$ cat config.mk
export PLATFORM = sky130hd
export DESIGN_NAME = timer_event_unit
export DESIGN_NICKNAME = d
export VERILOG_FILES = /design/src/rtl/timer_event_unit.sv
export SDC_FILE = /design/constraint.sdc
export NUM_CORES = 1
export LEC_CHECK = 0
export BUFFER_PORTS_ARGS = -buffer_cell sky130_fd_sc_hd__buf_2
export CELL_PAD_IN_SITES_DETAIL_PLACEMENT = 1
export CELL_PAD_IN_SITES_GLOBAL_PLACEMENT = 2
export CORE_AREA = 2 2 370 372
export CTS_BUF_LIST = sky130_fd_sc_hd__clkbuf_4
export CTS_CLUSTER_DIAMETER = 40
export DETAILED_ROUTE_END_ITERATION = 8
export DIE_AREA = 0 0 372 374
export PLACE_DENSITY = 0.56
export SLEW_MARGIN = 20
export SYNTH_ARGS = -nofsm -noshare
export SYNTH_HDL_FRONTEND = slang
export SYNTH_SLANG_ARGS = --single-unit
$ cat constraint.sdc
create_clock -name clk -period 10.2 [get_ports clk]
set_input_delay 3.06 -clock clk [delete_from_list [all_inputs] [get_ports clk]]
set_output_delay 3.06 -clock clk [all_outputs]
set_load 0.005 [all_outputs]
$ cat src/rtl/timer_event_unit.sv
module timer_event_unit #(
  parameter int NEV = 16,
  parameter int SW  = 5,
  parameter int NIO = 16,
  parameter int NMT = 16
) (
  input  logic                   clk,
  input  logic                   rst_n,
  input  logic                   unify,
  input  logic [NEV*14-1:0]      ev_ctrl,
  input  logic [NEV*(1<<SW)-1:0] ev_mask,
  input  logic [NEV*SW-1:0]      ev_next,
  input  logic [NEV-1:0]         ev_load,
  input  logic [NMT-1:0]         match_l,
  input  logic [NMT-1:0]         match_h,
  input  logic [NIO-1:0]         pin_in,
  input  logic [NIO-1:0]         pin_out,
  input  logic                   run_l,
  input  logic                   run_h,
  input  logic [SW-1:0]          state_l,
  input  logic [SW-1:0]          state_h,
  output logic [NEV-1:0]         ev_fired,
  output logic [SW-1:0]          next_l,
  output logic                   load_l,
  output logic [SW-1:0]          next_h,
  output logic                   load_h
);
  localparam int CW = 14;
  localparam int NS = 1 << SW;

  logic [NIO-1:0] prev_in, prev_out;
  logic [NEV-1:0] use_h;

  always_ff @(posedge clk or negedge rst_n)
    if (!rst_n) begin
      prev_in  <= '0;
      prev_out <= '0;
    end else begin
      prev_in  <= pin_in;
      prev_out <= pin_out;
    end

  for (genvar e = 0; e < NEV; e++) begin : g_ev
    wire [CW-1:0] cw   = ev_ctrl[e*CW +: CW];
    wire [NS-1:0] msk  = ev_mask[e*NS +: NS];
    wire          hsel = !unify && cw[4];
    wire [3:0]    isel = cw[9:6];
    wire          cur  = cw[5] ? pin_in[isel]  : pin_out[isel];
    wire          old  = cw[5] ? prev_in[isel] : prev_out[isel];
    wire          mt   = hsel ? match_h[cw[3:0]] : match_l[cw[3:0]];
    wire          run  = hsel ? run_h : run_l;
    wire [SW-1:0] st   = hsel ? state_h : state_l;
    logic         io, hit;
    always_comb begin
      case (cw[11:10])
        2'd0:    io = !cur;
        2'd1:    io = cur && !old;
        2'd2:    io = !cur && old;
        default: io = cur;
      endcase
      case (cw[13:12])
        2'd0:    hit = mt || io;
        2'd1:    hit = mt;
        2'd2:    hit = io;
        default: hit = mt && io;
      endcase
    end
    assign use_h[e]    = hsel;
    assign ev_fired[e] = rst_n && run && msk[st] && hit;

    assert_fire_needs_mask_R6: assert property (@(posedge clk) disable iff (!rst_n)
      ev_fired[e] |-> (ev_mask[e*NS +: NS] != '0));
  end

  always_comb begin
    next_l = state_l;
    next_h = state_h;
    load_l = 1'b0;
    load_h = 1'b0;
    for (int e = 0; e < NEV; e++) begin
      if (ev_fired[e] && ev_load[e]) begin
        if (use_h[e]) begin
          next_h = ev_next[e*SW +: SW];
          load_h = 1'b1;
        end else begin
          next_l = ev_next[e*SW +: SW];
          load_l = 1'b1;
        end
      end
    end
  end

  assert_halt_quiet_R5: assert property (@(posedge clk) disable iff (!rst_n)
    (!run_l && !run_h) |-> (ev_fired == '0));
  assert_hold_l_R8: assert property (@(posedge clk) disable iff (!rst_n)
    !load_l |-> (next_l == state_l));
  assert_hold_h_R8: assert property (@(posedge clk) disable iff (!rst_n)
    !load_h |-> (next_h == state_h));
  assert_load_needs_fire_R8: assert property (@(posedge clk) disable iff (!rst_n)
    (load_l || load_h) |-> (ev_fired != '0));
  assert_unify_h_idle_R9: assert property (@(posedge clk) disable iff (!rst_n)
    unify |-> !load_h);
endmodule

==> impl_metrics.xml, run 1 <==
<?xml version="1.0" encoding="UTF-8"?>
<metrics>
  <group name="routing">
    <metric name="detail-route-antenna-nets" unit="">0</metric>
    <metric name="drc" unit="">0</metric>
    <metric name="routed-via-count" unit="">34860</metric>
    <metric name="detail_route.iter0.violations" unit="">3173</metric>
    <metric name="routed_wire_per_std_cell" unit="µm">34.81</metric>
    <metric name="routed_wirelength" unit="µm">215400</metric>
    <metric name="route.detailed.vias_per_inst" unit="">5.634</metric>
    <metric name="detail_route.first_pass.iterations" unit="">6</metric>
  </group>
  <group name="placed_design">
    <metric name="placed_area" unit="µm²">35280</metric>
    <metric name="hpwlAfterDp" unit="µm">176900</metric>
    <metric name="gp_congestion" unit="">0.9497</metric>
    <metric name="number_of_placed_instances_taps_included" unit="">6120</metric>
    <metric name="placement.io_buffers" unit="">938</metric>
  </group>
  <group name="sta">
    <metric name="finalSetupViolations" unit="">0</metric>
    <metric name="setup_repair_after_global_routing_missed_its_margin" unit="">yes</metric>
    <metric name="report.final.slew_viol_count" unit="">0</metric>
    <metric name="slew-limit-headroom" unit="%">26.97</metric>
    <metric name="final.hold.worst_slack" unit="ps">2922</metric>
    <metric name="timing_worst_slew_pin_value" unit="ps">1088</metric>
    <metric name="period_share" unit="%">99.28</metric>
    <metric name="period_needed" unit="ps">10130</metric>
    <metric name="fmax" unit="MHz">98.75</metric>
    <metric name="finalHoldViolCount" unit="">0</metric>
  </group>
  <group name="synthesis">
    <metric name="synth_enable_flop_cells" unit="">0</metric>
    <metric name="postSynth.asyncResetShare" unit="%">100.0</metric>
    <metric name="ff_latch_count_synth" unit="">32</metric>
    <metric name="synth_cells" unit="">3255</metric>
    <metric name="synth_top_cell_by_area" unit="">sky130_fd_sc_hd__mux2i_1</metric>
    <metric name="synthTopCellsByArea" unit="">sky130_fd_sc_hd__mux2i_1 (27%), sky130_fd_sc_hd__mux4_2 (13%), sky130_fd_sc_hd__a22oi_1 (6.8%)</metric>
    <metric name="synth-warning-count" unit="">0</metric>
    <metric name="synth.avg_cell_area" unit="µm²">7.915</metric>
    <metric name="synth_top_cell_area_share" unit="%">27.12</metric>
    <metric name="synth_most_common_cell" unit="">sky130_fd_sc_hd__mux2i_1</metric>
    <metric name="synth_sequential_area_ratio" unit="%">3.108</metric>
    <metric name="yosysUniqueCellTypes" unit="">102</metric>
    <metric name="synth_common_cells" unit="">sky130_fd_sc_hd__mux2i_1 (698), sky130_fd_sc_hd__nand2_1 (302), sky130_fd_sc_hd__a22oi_1 (234)</metric>
    <metric name="synth_ff_type" unit="">sky130_fd_sc_hd__dfrtp_1</metric>
    <metric name="synth_fp_nets" unit="">4166</metric>
    <metric name="syn-cell-area" unit="µm²">25760</metric>
  </group>
  <group name="floorplanning">
    <metric name="std_cell_rows" unit="">135</metric>
    <metric name="die_height" unit="µm">374</metric>
    <metric name="floorplan.initialDensity" unit="%">19.09</metric>
    <metric name="dieArea" unit="µm²">139100</metric>
    <metric name="io_pins" unit="">939</metric>
    <metric name="placeableCoreArea" unit="µm²">135000</metric>
    <metric name="die_x" unit="µm">372</metric>
  </group>
  <group name="setup_path">
    <metric name="critical_path.most_common_cell" unit="">sky130_fd_sc_hd__buf_4</metric>
    <metric name="timing.critical_path.to_type" unit="">output pin</metric>
    <metric name="setup.worst_path.class" unit="">input pin to output pin</metric>
    <metric name="cp.buffers_inverters" unit="">9</metric>
    <metric name="critPathTopFamily" unit="">compound AO/OA/AOI/OAI gates</metric>
    <metric name="crit_chain" unit="">clkbuf_4, buf_12, buf_12, nand2b_4, buf_8, mux2_2, buf_4, a211oi_4, a2111oi_2, a311oi_2, buf_4, nand4_1, nor2_1, o21ai_1, buf_4, a311o_1, o211a_1, o21ai_4, buf_4, buf_2</metric>
    <metric name="max_stage_delay" unit="ps">380</metric>
    <metric name="crit_required" unit="ps">7140</metric>
    <metric name="worst-path-max-fanout" unit="">8</metric>
    <metric name="startpoint_kind_of_the_worst_setup_timing_path" unit="">input pin</metric>
    <metric name="worstPathArrival" unit="ps">7070</metric>
    <metric name="critical_path.slowest_cell" unit="">sky130_fd_sc_hd__mux2_2</metric>
  </group>
  <group name="cts">
    <metric name="tritoncts" unit="">yes</metric>
    <metric name="cts.htree.levels" unit="">2</metric>
    <metric name="clock_tree_sinks" unit="">32</metric>
    <metric name="hold_buffers" unit="">0</metric>
    <metric name="cts.reportedPaths.clkPinSlew" unit="ps">120</metric>
    <metric name="cts.path.max_buffers" unit="">2</metric>
    <metric name="clockRootBuffer" unit="">sky130_fd_sc_hd__clkbuf_4</metric>
    <metric name="cts-buffers-inserted" unit="">5</metric>
  </group>
  <group name="finish">
    <metric name="multi_input_area" unit="µm²">23620</metric>
    <metric name="layout-drive-gt1-share" unit="%">41.76</metric>
    <metric name="instances_no_fill" unit="">6187</metric>
    <metric name="area.sequential" unit="µm²">800.8</metric>
    <metric name="areaGrowthSynthToFinish" unit="%">41.20</metric>
    <metric name="finish.utilization" unit="%">26.96</metric>
    <metric name="finished_cell_area" unit="µm²">36380</metric>
    <metric name="finalNetCount" unit="">5280</metric>
    <metric name="layout.filler_cells" unit="">16350</metric>
  </group>
  <group name="pwr">
    <metric name="total_power" unit="mW">2.112</metric>
    <metric name="total_leakage_power" unit="nW">16.79</metric>
    <metric name="irDropWorstVdd" unit="mV">0.03232</metric>
    <metric name="total_power_per_unit_cell_area" unit="nW/µm²">58.05</metric>
  </group>
  <group name="flow_run">
    <metric name="max_cap_viol_count" unit="">0</metric>
  </group>
  <group name="grt">
    <metric name="grt_pass1_wl" unit="µm">287500</metric>
    <metric name="antenna_violations_before_repair" unit="">145</metric>
    <metric name="globalRouteMet3Util" unit="%">7.730</metric>
    <metric name="top_usage_layer" unit="">met2</metric>
    <metric name="grt_overflow" unit="">0</metric>
    <metric name="grtUsageMet1" unit="%">35.94</metric>
    <metric name="grt_start_max_net_pins" unit="">35</metric>
    <metric name="grt_util_met2" unit="%">50.02</metric>
    <metric name="global_route_total_usage_across_every_layer" unit="%">29.21</metric>
    <metric name="vias_in_the_first_global_route" unit="">34690</metric>
  </group>
  <group name="worst_hold_path">
    <metric name="worstHoldPathType" unit="">input pin to async pin</metric>
  </group>
  <group name="run_status">
    <metric name="outcome" unit="">finished, final reports clean</metric>
  </group>
</metrics>
-- stage by stage --
stage | TNS (ps) | setup WS [ps]
after floorplan | 0 | 1051
after global placement | -3231 | -565.7
after detailed placement | -3240 | -598.9
after CTS | -24.16 | -17.96
after global routing | -219.0 | -98.95
final | 0 | 73.02
-- cell type report --
type,count,area share (%)
Multi-Input combinational cell,2791,64.94
Timing Repair Buffer,1454,25.47
Tap cell,1781,6.126
Sequential cell,32,2.201
Inverter,85,0.8770
Antenna cell,36,0.2476
Clock buffer,5,0.1032
Clock inverter,3,0.03783
-- power by group --
| group | switching (mW) | internal [mW] |
|---|---|---|
| combinational | 1.09 | 0.797 |
| clock | 0.0487 | 0.0253 |
| sequential | 0.0141 | 0.133 |
-- flip-flops by register name, summed over array words and instances (netlist names) --
name and count:
prev_out 16, prev_in 16
-- cell families after synthesis --
family	synth area share [%]
buffers and inverters	7.853
and+or+nand+nor	21.18
muxes	43.42
DFF	3.108
AOI/OAI and AO/OA	24.44
-- what timing repair did --
action,4_1_cts,5_1_grt
endpoints found under the setup margin,10,10
setup buffers,5,13
pin swaps,15,31
gates resized for setup,57,98
cloned,1,4
-- worst max path at each step --
stage,startpoint,end,slack [ps],cells past startpoint
2_1_floorplan,unify,next_l[2],1050,14
3_3_place_gp,unify,next_h[1],-570,20
3_5_place_dp,unify,next_h[1],-600,20
4_1_cts,unify,next_h[1],-20,20
5_1_grt,ev_ctrl[183],next_h[0],-100,16
6_report,unify,next_h[1],70,20
-- metal layers --
layer | vias to the layer above | wire length [µm]
met5 | - | 787
li1 | 15060 | -
met4 | 126 | 6702
met3 | 453 | 18470
met1 | 17570 | 86080
met2 | 1653 | 103400
-- cells in the final DEF (no fill, tap or decap), types with 13 or more instances in the layout --
master / Yosys / final
sky130_fd_sc_hd__buf_12: 0 / 48
sky130_fd_sc_hd__a21oi_1: 93 / 90
sky130_fd_sc_hd__mux2_2: 67 / 65
sky130_fd_sc_hd__and4_1: 16 / 15
sky130_fd_sc_hd__a31oi_1: 34 / 32
sky130_fd_sc_hd__a311oi_1: 18 / 14
sky130_fd_sc_hd__and2_1: 42 / 42
sky130_fd_sc_hd__nand2b_1: 51 / 42
sky130_fd_sc_hd__inv_1: 83 / 83
sky130_fd_sc_hd__nor3b_1: 18 / 17
sky130_fd_sc_hd__o211ai_1: 33 / 33
sky130_fd_sc_hd__nor3_1: 29 / 27
sky130_fd_sc_hd__nand3_1: 113 / 113
sky130_fd_sc_hd__dfrtp_1: 32 / 32
sky130_fd_sc_hd__mux2i_1: 698 / 681
sky130_fd_sc_hd__a221oi_1: 25 / 23
sky130_fd_sc_hd__buf_2: 117 / 934
sky130_fd_sc_hd__nand3b_1: 13 / 13
sky130_fd_sc_hd__o21a_1: 15 / 15
sky130_fd_sc_hd__nand4_1: 55 / 55
sky130_fd_sc_hd__a22oi_1: 234 / 232
sky130_fd_sc_hd__and3_1: 27 / 27
sky130_fd_sc_hd__nor2_1: 159 / 157
sky130_fd_sc_hd__buf_4: 27 / 459
sky130_fd_sc_hd__o211a_1: 14 / 14
sky130_fd_sc_hd__nor2b_1: 84 / 77
sky130_fd_sc_hd__o21ai_0: 62 / 57
sky130_fd_sc_hd__diode_2: 0 / 36
sky130_fd_sc_hd__and3b_1: 17 / 16
sky130_fd_sc_hd__a211oi_1: 106 / 99
sky130_fd_sc_hd__nand2_1: 302 / 302
sky130_fd_sc_hd__nand4b_1: 32 / 32
sky130_fd_sc_hd__a32oi_1: 21 / 20
sky130_fd_sc_hd__mux2i_2: 3 / 16
sky130_fd_sc_hd__mux4_2: 144 / 144
sky130_fd_sc_hd__o22ai_1: 26 / 24
Power figures use the tool's default switching activity.
==> run 2, diff against run 1 <==
--- a/config.mk
+++ b/config.mk
@@ -13,7 +13,7 @@
 export CTS_CLUSTER_DIAMETER = 40
 export DETAILED_ROUTE_END_ITERATION = 8
 export DIE_AREA = 0 0 372 374
-export PLACE_DENSITY = 0.56
+export PLACE_DENSITY = 0.59
 export SLEW_MARGIN = 20
 export SYNTH_ARGS = -nofsm -noshare
 export SYNTH_HDL_FRONTEND = slang
==> run 2 against run 1 <==
Sequential share of layout area hardly changed. Via count shrank 0.45%. Clock power up 30%. Final cell count decreased by 0.11%. Critical path depth down 3. Core utilization about the same. Hold slack got worse by 110 ps. Total power rose by 0.99%. Global-route usage shrank 0.51 points. The run now ends with negative setup slack left.
==> impl_metrics.xml, run 2 (synthesized netlist as in run 1, its figures left out) <==
<?xml version="1.0" encoding="UTF-8"?>
<metrics>
  <group name="floorplanning">
    <metric name="std_cell_rows" unit="">135</metric>
    <metric name="die_height" unit="µm">374</metric>
    <metric name="die_x" unit="µm">372</metric>
    <metric name="placeableCoreArea" unit="µm²">135000</metric>
    <metric name="dieArea" unit="µm²">139100</metric>
    <metric name="io_pins" unit="">939</metric>
    <metric name="floorplan.initialDensity" unit="%">19.09</metric>
  </group>
  <group name="routing">
    <metric name="detail_route.iter0.violations" unit="">2943</metric>
    <metric name="detail-route-antenna-nets" unit="">0</metric>
    <metric name="drc" unit="">0</metric>
    <metric name="route.detailed.vias_per_inst" unit="">5.615</metric>
    <metric name="routed-via-count" unit="">34700</metric>
    <metric name="routed_wirelength" unit="µm">212500</metric>
    <metric name="detail_route.first_pass.iterations" unit="">5</metric>
    <metric name="routed_wire_per_std_cell" unit="µm">34.39</metric>
  </group>
  <group name="setup_path">
    <metric name="worst-path-max-fanout" unit="">7</metric>
    <metric name="startpoint_kind_of_the_worst_setup_timing_path" unit="">input pin</metric>
    <metric name="worstPathArrival" unit="ps">7210</metric>
    <metric name="crit_required" unit="ps">7140</metric>
    <metric name="crit_chain" unit="">buf_6, buf_12, mux2i_1, a22oi_1, nand4b_1, and4_1, o211ai_1, o211ai_1, nand4b_1, buf_4, buf_6, nand3_4, or3_1, a2111o_1, nand4_1, buf_4, buf_2</metric>
    <metric name="max_stage_delay" unit="ps">850</metric>
    <metric name="cp.buffers_inverters" unit="">6</metric>
    <metric name="worst-path-stages" unit="">17</metric>
    <metric name="setup.worst_path.class" unit="">input pin to output pin</metric>
    <metric name="timing.critical_path.to_type" unit="">output pin</metric>
    <metric name="critical_path.slowest_cell" unit="">sky130_fd_sc_hd__o211ai_1</metric>
    <metric name="critPathTopFamily" unit="">compound AO/OA/AOI/OAI gates</metric>
  </group>
  <group name="cts">
    <metric name="tritoncts" unit="">yes</metric>
    <metric name="clockRootBuffer" unit="">sky130_fd_sc_hd__clkbuf_4</metric>
    <metric name="cts.reportedPaths.clkPinSlew" unit="ps">110</metric>
    <metric name="cts-buffers-inserted" unit="">5</metric>
    <metric name="clock_tree_sinks" unit="">32</metric>
    <metric name="cts.path.max_buffers" unit="">2</metric>
    <metric name="cts.htree.levels" unit="">2</metric>
  </group>
  <group name="pwr">
    <metric name="clock_power_share" unit="%">4.5</metric>
    <metric name="switchingPower" unit="mW">1.152</metric>
    <metric name="internal_power" unit="mW">0.9803</metric>
    <metric name="swShare" unit="%">54.03</metric>
    <metric name="comb_power_share" unit="%">88.1</metric>
    <metric name="share_seq_of_total_power" unit="%">7.4</metric>
    <metric name="irDropWorstVdd" unit="mV">0.04546</metric>
    <metric name="total_power_per_unit_cell_area" unit="nW/µm²">58.55</metric>
    <metric name="total_leakage_power" unit="nW">16.82</metric>
  </group>
  <group name="sta">
    <metric name="timing_worst_slew_pin_value" unit="ps">1252</metric>
    <metric name="period_needed" unit="ps">10270</metric>
    <metric name="report.final.slew_viol_count" unit="">0</metric>
    <metric name="layout_setup_ws" unit="ps">-72.37</metric>
    <metric name="setup_repair_after_global_routing_missed_its_margin" unit="">yes</metric>
    <metric name="finalHoldViolCount" unit="">0</metric>
    <metric name="finalSetupViolations" unit="">1</metric>
    <metric name="fmax" unit="MHz">97.35</metric>
    <metric name="final.setup.tns" unit="ps">-72.37</metric>
    <metric name="period_share" unit="%">100.7</metric>
    <metric name="slew-limit-headroom" unit="%">16.56</metric>
  </group>
  <group name="grt">
    <metric name="global_route_total_usage_across_every_layer" unit="%">28.71</metric>
    <metric name="vias_in_the_first_global_route" unit="">34500</metric>
    <metric name="grt_start_max_net_pins" unit="">35</metric>
    <metric name="antenna_violations_before_repair" unit="">123</metric>
    <metric name="grt_pass1_wl" unit="µm">282700</metric>
    <metric name="grt_overflow" unit="">0</metric>
  </group>
  <group name="run_status">
    <metric name="violations" unit="">negative setup slack</metric>
    <metric name="outcome" unit="">finished, violations left</metric>
  </group>
  <group name="placed_design">
    <metric name="placement.io_buffers" unit="">938</metric>
    <metric name="hpwlAfterDp" unit="µm">173900</metric>
    <metric name="number_of_placed_instances_taps_included" unit="">6093</metric>
    <metric name="gp_congestion" unit="">0.9574</metric>
  </group>
  <group name="flow_run">
    <metric name="max_cap_viol_count" unit="">0</metric>
  </group>
  <group name="finish">
    <metric name="layout.filler_cells" unit="">16450</metric>
    <metric name="area.sequential" unit="µm²">800.8</metric>
    <metric name="finalNetCount" unit="">5274</metric>
    <metric name="layout_top_registers" unit="">prev_in: 16 flops, prev_out: 16 flops</metric>
    <metric name="multi_input_area" unit="µm²">23630</metric>
    <metric name="areaGrowthSynthToFinish" unit="%">41.38</metric>
    <metric name="final_common_cell" unit="">sky130_fd_sc_hd__buf_2</metric>
    <metric name="instances_no_fill" unit="">6180</metric>
    <metric name="layout-drive-gt1-share" unit="%">42.00</metric>
    <metric name="finish.utilization" unit="%">26.99</metric>
    <metric name="final_cell_mix" unit="">sky130_fd_sc_hd__buf_2 (923), sky130_fd_sc_hd__mux2i_1 (684), sky130_fd_sc_hd__buf_4 (456)</metric>
  </group>
  <group name="worst_hold_path">
    <metric name="worstHoldPathType" unit="">input pin to async pin</metric>
  </group>
</metrics>
[run 2: cell count changes in the layout (fill, tap and decap cells not counted), sizes merged, moves of 2 or more]
cell	change
bufbuf	+2
clkbuf	+4
clkinv	-2
buf	-10
[run 2: area by class of cell]
class                   instances  share of cell area (%)
clock inverters                 3                  0.1168
clock buffers                   5                  0.1031
multi-input cells            2790                   64.88
diodes                         35                  0.2405
inverters                      85                  0.8759
well taps                    1781                   6.118
repair buffers               1449                   25.47
flip-flops and latches         32                   2.198
[run 2: stage by stage]
step           setup WS, ps  hold WS, ps  total power [mW]  area [µm²]
2_1_floorplan          1051         2764             1.036       25760
3_3_place_gp         -644.4         3189             1.922       35030
3_5_place_dp         -587.3         3198             1.932       35030
4_1_cts              0.5169         2835             2.057       35450
5_1_grt              -41.94         2834             2.233       36370
6_report             -72.37         2815             2.133       36420
[run 2: metal layers]
| metal | global-route usage, % | routed length, µm | up-vias | share of wire [%] |
|---|---|---|---|---|
| met4 | 7.988 | 7338 | 90 | 3.5 |
| met5 | 0 | 564 | - | 0.27 |
| met2 | 48.52 | 100300 | 1789 | 47 |
| met1 | 35.66 | 85110 | 17330 | 40 |
| met3 | 7.364 | 19200 | 435 | 9.0 |
| li1 | - | - | 15060 | - |
[run 2: worst max-delay path by stage]
| stage | from | to | slack, ps |
|---|---|---|---|
| finish | ev_ctrl[203] | next_l[3] | -70 |
| global route | unify | next_l[3] | -40 |
| CTS | ev_ctrl[203] | next_l[3] | 0.5 |
| detailed placement | unify | next_h[0] | -590 |
| global placement | unify | next_h[0] | -640 |
| floorplan | unify | next_l[2] | 1050 |
[run 2: power groups by stage]
stage / clock (mW) / sequential, mW / combinational [mW]
floorplan: 0 / 0.143 / 0.892
global placement: 0 / 0.158 / 1.76
detailed placement: 0 / 0.158 / 1.77
CTS: 0.0964 / 0.155 / 1.81
global route: 0.103 / 0.156 / 1.97
finish: 0.0962 / 0.157 / 1.88
[run 2: timing repair]
| action | 4_1_cts | 5_1_grt |
|---|---|---|
| setup endpoints to repair | 9 | 10 |
| resized for setup | 58 | 128 |
| setup buffers | 5 | 34 |
| gates cloned | 2 | 3 |
| hold endpoints to repair | 0 | 0 |
| hold buffers | 0 | 0 |
| pin swaps | 12 | 44 |
==> run 3, diff against run 2 <==
--- a/config.mk
+++ b/config.mk
@@ -14,6 +14,7 @@
 export DETAILED_ROUTE_END_ITERATION = 8
 export DIE_AREA = 0 0 372 374
 export PLACE_DENSITY = 0.59
+export SKIP_CTS_REPAIR_TIMING = 1
 export SLEW_MARGIN = 20
 export SYNTH_ARGS = -nofsm -noshare
 export SYNTH_HDL_FRONTEND = slang
==> run 3 against run 2 <==
Largest cell class unchanged. Critical endpoint unchanged. Sequential power hardly changed. Flip-flop and latch count stayed put. The run now ends clean. Sequential share of layout area about the same. Largest power group unchanged. Non-clock buffer count decreased by 14. Total power is 0.81% lower. Worst setup slack gained 130 ps. Fmax grew 1.3%. Critical path depth is 1 higher.
==> impl_metrics.xml, run 3 (synthesized netlist as in run 1, its figures left out) <==
<?xml version="1.0" encoding="UTF-8"?>
<metrics>
  <group name="run_status">
    <metric name="outcome" unit="">finished, final reports clean</metric>
  </group>
  <group name="floorplanning">
    <metric name="placeableCoreArea" unit="µm²">135000</metric>
    <metric name="floorplan.initialDensity" unit="%">19.09</metric>
    <metric name="die_height" unit="µm">374</metric>
    <metric name="std_cell_rows" unit="">135</metric>
    <metric name="dieArea" unit="µm²">139100</metric>
    <metric name="die_x" unit="µm">372</metric>
    <metric name="io_pins" unit="">939</metric>
  </group>
  <group name="sta">
    <metric name="final.hold.worst_slack" unit="ps">2810</metric>
    <metric name="finalSetupViolations" unit="">0</metric>
    <metric name="setup_repair_after_global_routing_missed_its_margin" unit="">yes</metric>
    <metric name="fmax" unit="MHz">98.64</metric>
    <metric name="period_share" unit="%">99.39</metric>
    <metric name="slew-limit-headroom" unit="%">18.87</metric>
    <metric name="period_needed" unit="ps">10140</metric>
    <metric name="report.final.slew_viol_count" unit="">0</metric>
    <metric name="timing_worst_slew_pin_value" unit="ps">1217</metric>
    <metric name="layout_setup_ws" unit="ps">61.92</metric>
    <metric name="finalHoldViolCount" unit="">0</metric>
  </group>
  <group name="placed_design">
    <metric name="gp_congestion" unit="">0.9574</metric>
    <metric name="placement.io_buffers" unit="">938</metric>
    <metric name="hpwlAfterDp" unit="µm">173900</metric>
    <metric name="placed_area" unit="µm²">35030</metric>
    <metric name="post-place-ws" unit="ps">-587.3</metric>
  </group>
  <group name="finish">
    <metric name="final_common_cell" unit="">sky130_fd_sc_hd__buf_2</metric>
    <metric name="layout_top_registers" unit="">prev_in: 16 flops, prev_out: 16 flops</metric>
    <metric name="finalNetCount" unit="">5261</metric>
    <metric name="finished_cell_area" unit="µm²">36140</metric>
    <metric name="finish.utilization" unit="%">26.78</metric>
    <metric name="areaGrowthSynthToFinish" unit="%">40.25</metric>
    <metric name="layout-drive-gt1-share" unit="%">41.44</metric>
    <metric name="final_cell_mix" unit="">sky130_fd_sc_hd__buf_2 (927), sky130_fd_sc_hd__mux2i_1 (682), sky130_fd_sc_hd__buf_4 (441)</metric>
  </group>
  <group name="grt">
    <metric name="antenna_violations_before_repair" unit="">123</metric>
    <metric name="grt_start_max_net_pins" unit="">35</metric>
    <metric name="vias_in_the_first_global_route" unit="">34390</metric>
    <metric name="grt_overflow" unit="">0</metric>
    <metric name="grt_pass1_wl" unit="µm">281200</metric>
    <metric name="global_route_total_usage_across_every_layer" unit="%">28.55</metric>
  </group>
  <group name="setup_path">
    <metric name="worst-path-max-fanout" unit="">8</metric>
    <metric name="worstPathArrival" unit="ps">7080</metric>
    <metric name="setup.worst_path.class" unit="">input pin to output pin</metric>
    <metric name="crit_required" unit="ps">7140</metric>
    <metric name="timing.critical_path.to_type" unit="">output pin</metric>
    <metric name="critical_path.slowest_cell" unit="">sky130_fd_sc_hd__o211ai_1</metric>
    <metric name="max_stage_delay" unit="ps">760</metric>
    <metric name="cp-startpoint" unit="">ev_ctrl[203]</metric>
    <metric name="startpoint_kind_of_the_worst_setup_timing_path" unit="">input pin</metric>
    <metric name="crit_chain" unit="">buf_6, buf_12, buf_12, mux2i_1, a22oi_1, nand4b_1, and4_1, o211ai_1, o211ai_1, nand4b_1, buf_4, buf_6, nand3_4, or3_1, a2111o_1, nand4_1, buf_4, buf_2</metric>
  </group>
  <group name="routing">
    <metric name="detail-route-antenna-nets" unit="">0</metric>
    <metric name="routed_wirelength" unit="µm">212400</metric>
    <metric name="drc" unit="">0</metric>
    <metric name="detail_route.first_pass.iterations" unit="">5</metric>
    <metric name="route.detailed.vias_per_inst" unit="">5.643</metric>
    <metric name="routed-via-count" unit="">34800</metric>
    <metric name="routed_wire_per_std_cell" unit="µm">34.43</metric>
    <metric name="detail_route.iter0.violations" unit="">3116</metric>
  </group>
  <group name="cts">
    <metric name="cts.htree.levels" unit="">2</metric>
    <metric name="clockRootBuffer" unit="">sky130_fd_sc_hd__clkbuf_4</metric>
    <metric name="cts.reportedPaths.clkPinSlew" unit="ps">110</metric>
    <metric name="cts-buffers-inserted" unit="">5</metric>
    <metric name="tritoncts" unit="">yes</metric>
    <metric name="cts.path.max_buffers" unit="">2</metric>
    <metric name="clock_tree_sinks" unit="">32</metric>
  </group>
  <group name="flow_run">
    <metric name="max_cap_viol_count" unit="">0</metric>
  </group>
  <group name="pwr">
    <metric name="irDropWorstVdd" unit="mV">0.04583</metric>
    <metric name="total_leakage_power" unit="nW">16.68</metric>
    <metric name="total_power_per_unit_cell_area" unit="nW/µm²">58.54</metric>
  </group>
  <group name="worst_hold_path">
    <metric name="worstHoldPathType" unit="">input pin to async pin</metric>
  </group>
</metrics>
[run 3: routing by layer]
metal  vias up  part of all wire, %  global-route usage [%]
met5         -                 0.26                       0
met4        88                  3.7                   7.570
met3       460                  8.9                   7.336
met2      1818                   47                   48.34
met1     17400                   40                   35.54
li1      15030                    -                       -
[run 3: path summary, 6_finish.rpt]
| kind | end | slack [ps] | cells after the start |
|---|---|---|---|
| worst max-delay path | next_l[3] | 60 | 18 |
| worst min-delay path | prev_in[0] | 2810 | 2 |
| max in group asynchronous | prev_in[9] | 7010 | 2 |
| min in group clk | prev_out[7] | 3070 | 2 |
[run 3: layout make-up]
| cell class | count | area, µm² |
|---|---|---|
| fillers | 16470 | 98820 |
| multi-input cells | 2791 | 23490 |
| repair buffers | 1435 | 9126 |
| well taps | 1781 | 2228 |
| flip-flops and latches | 32 | 800.8 |
| inverters | 85 | 319.1 |
| diodes | 35 | 87.58 |
| clock inverters | 3 | 42.54 |
| clock buffers | 5 | 37.54 |
[run 3: where the power goes]
group          internal, mW  switching (mW)  total (mW)  leakage (nW)
sequential            0.133          0.0240       0.157         0.373
combinational         0.783            1.08        1.86          16.3
clock                0.0511          0.0469      0.0980        0.0414
[run 3: per-stage QoR]
step           TNS, ps  power [mW]  instances
5_1_grt         -146.2       2.213       6147
3_5_place_dp     -3628       1.932       6093
4_1_cts          -3908       2.033       6101
3_3_place_gp     -3533       1.922       6093
6_report             0       2.115       6167
2_1_floorplan        0       1.036       3255
[run 3: critical path, delay by kind of cell]
kind            cells  cell delay [ps]
compound gates      4             1500
buf+inv             7              980
mux                 1              120
simple gates        6             1380
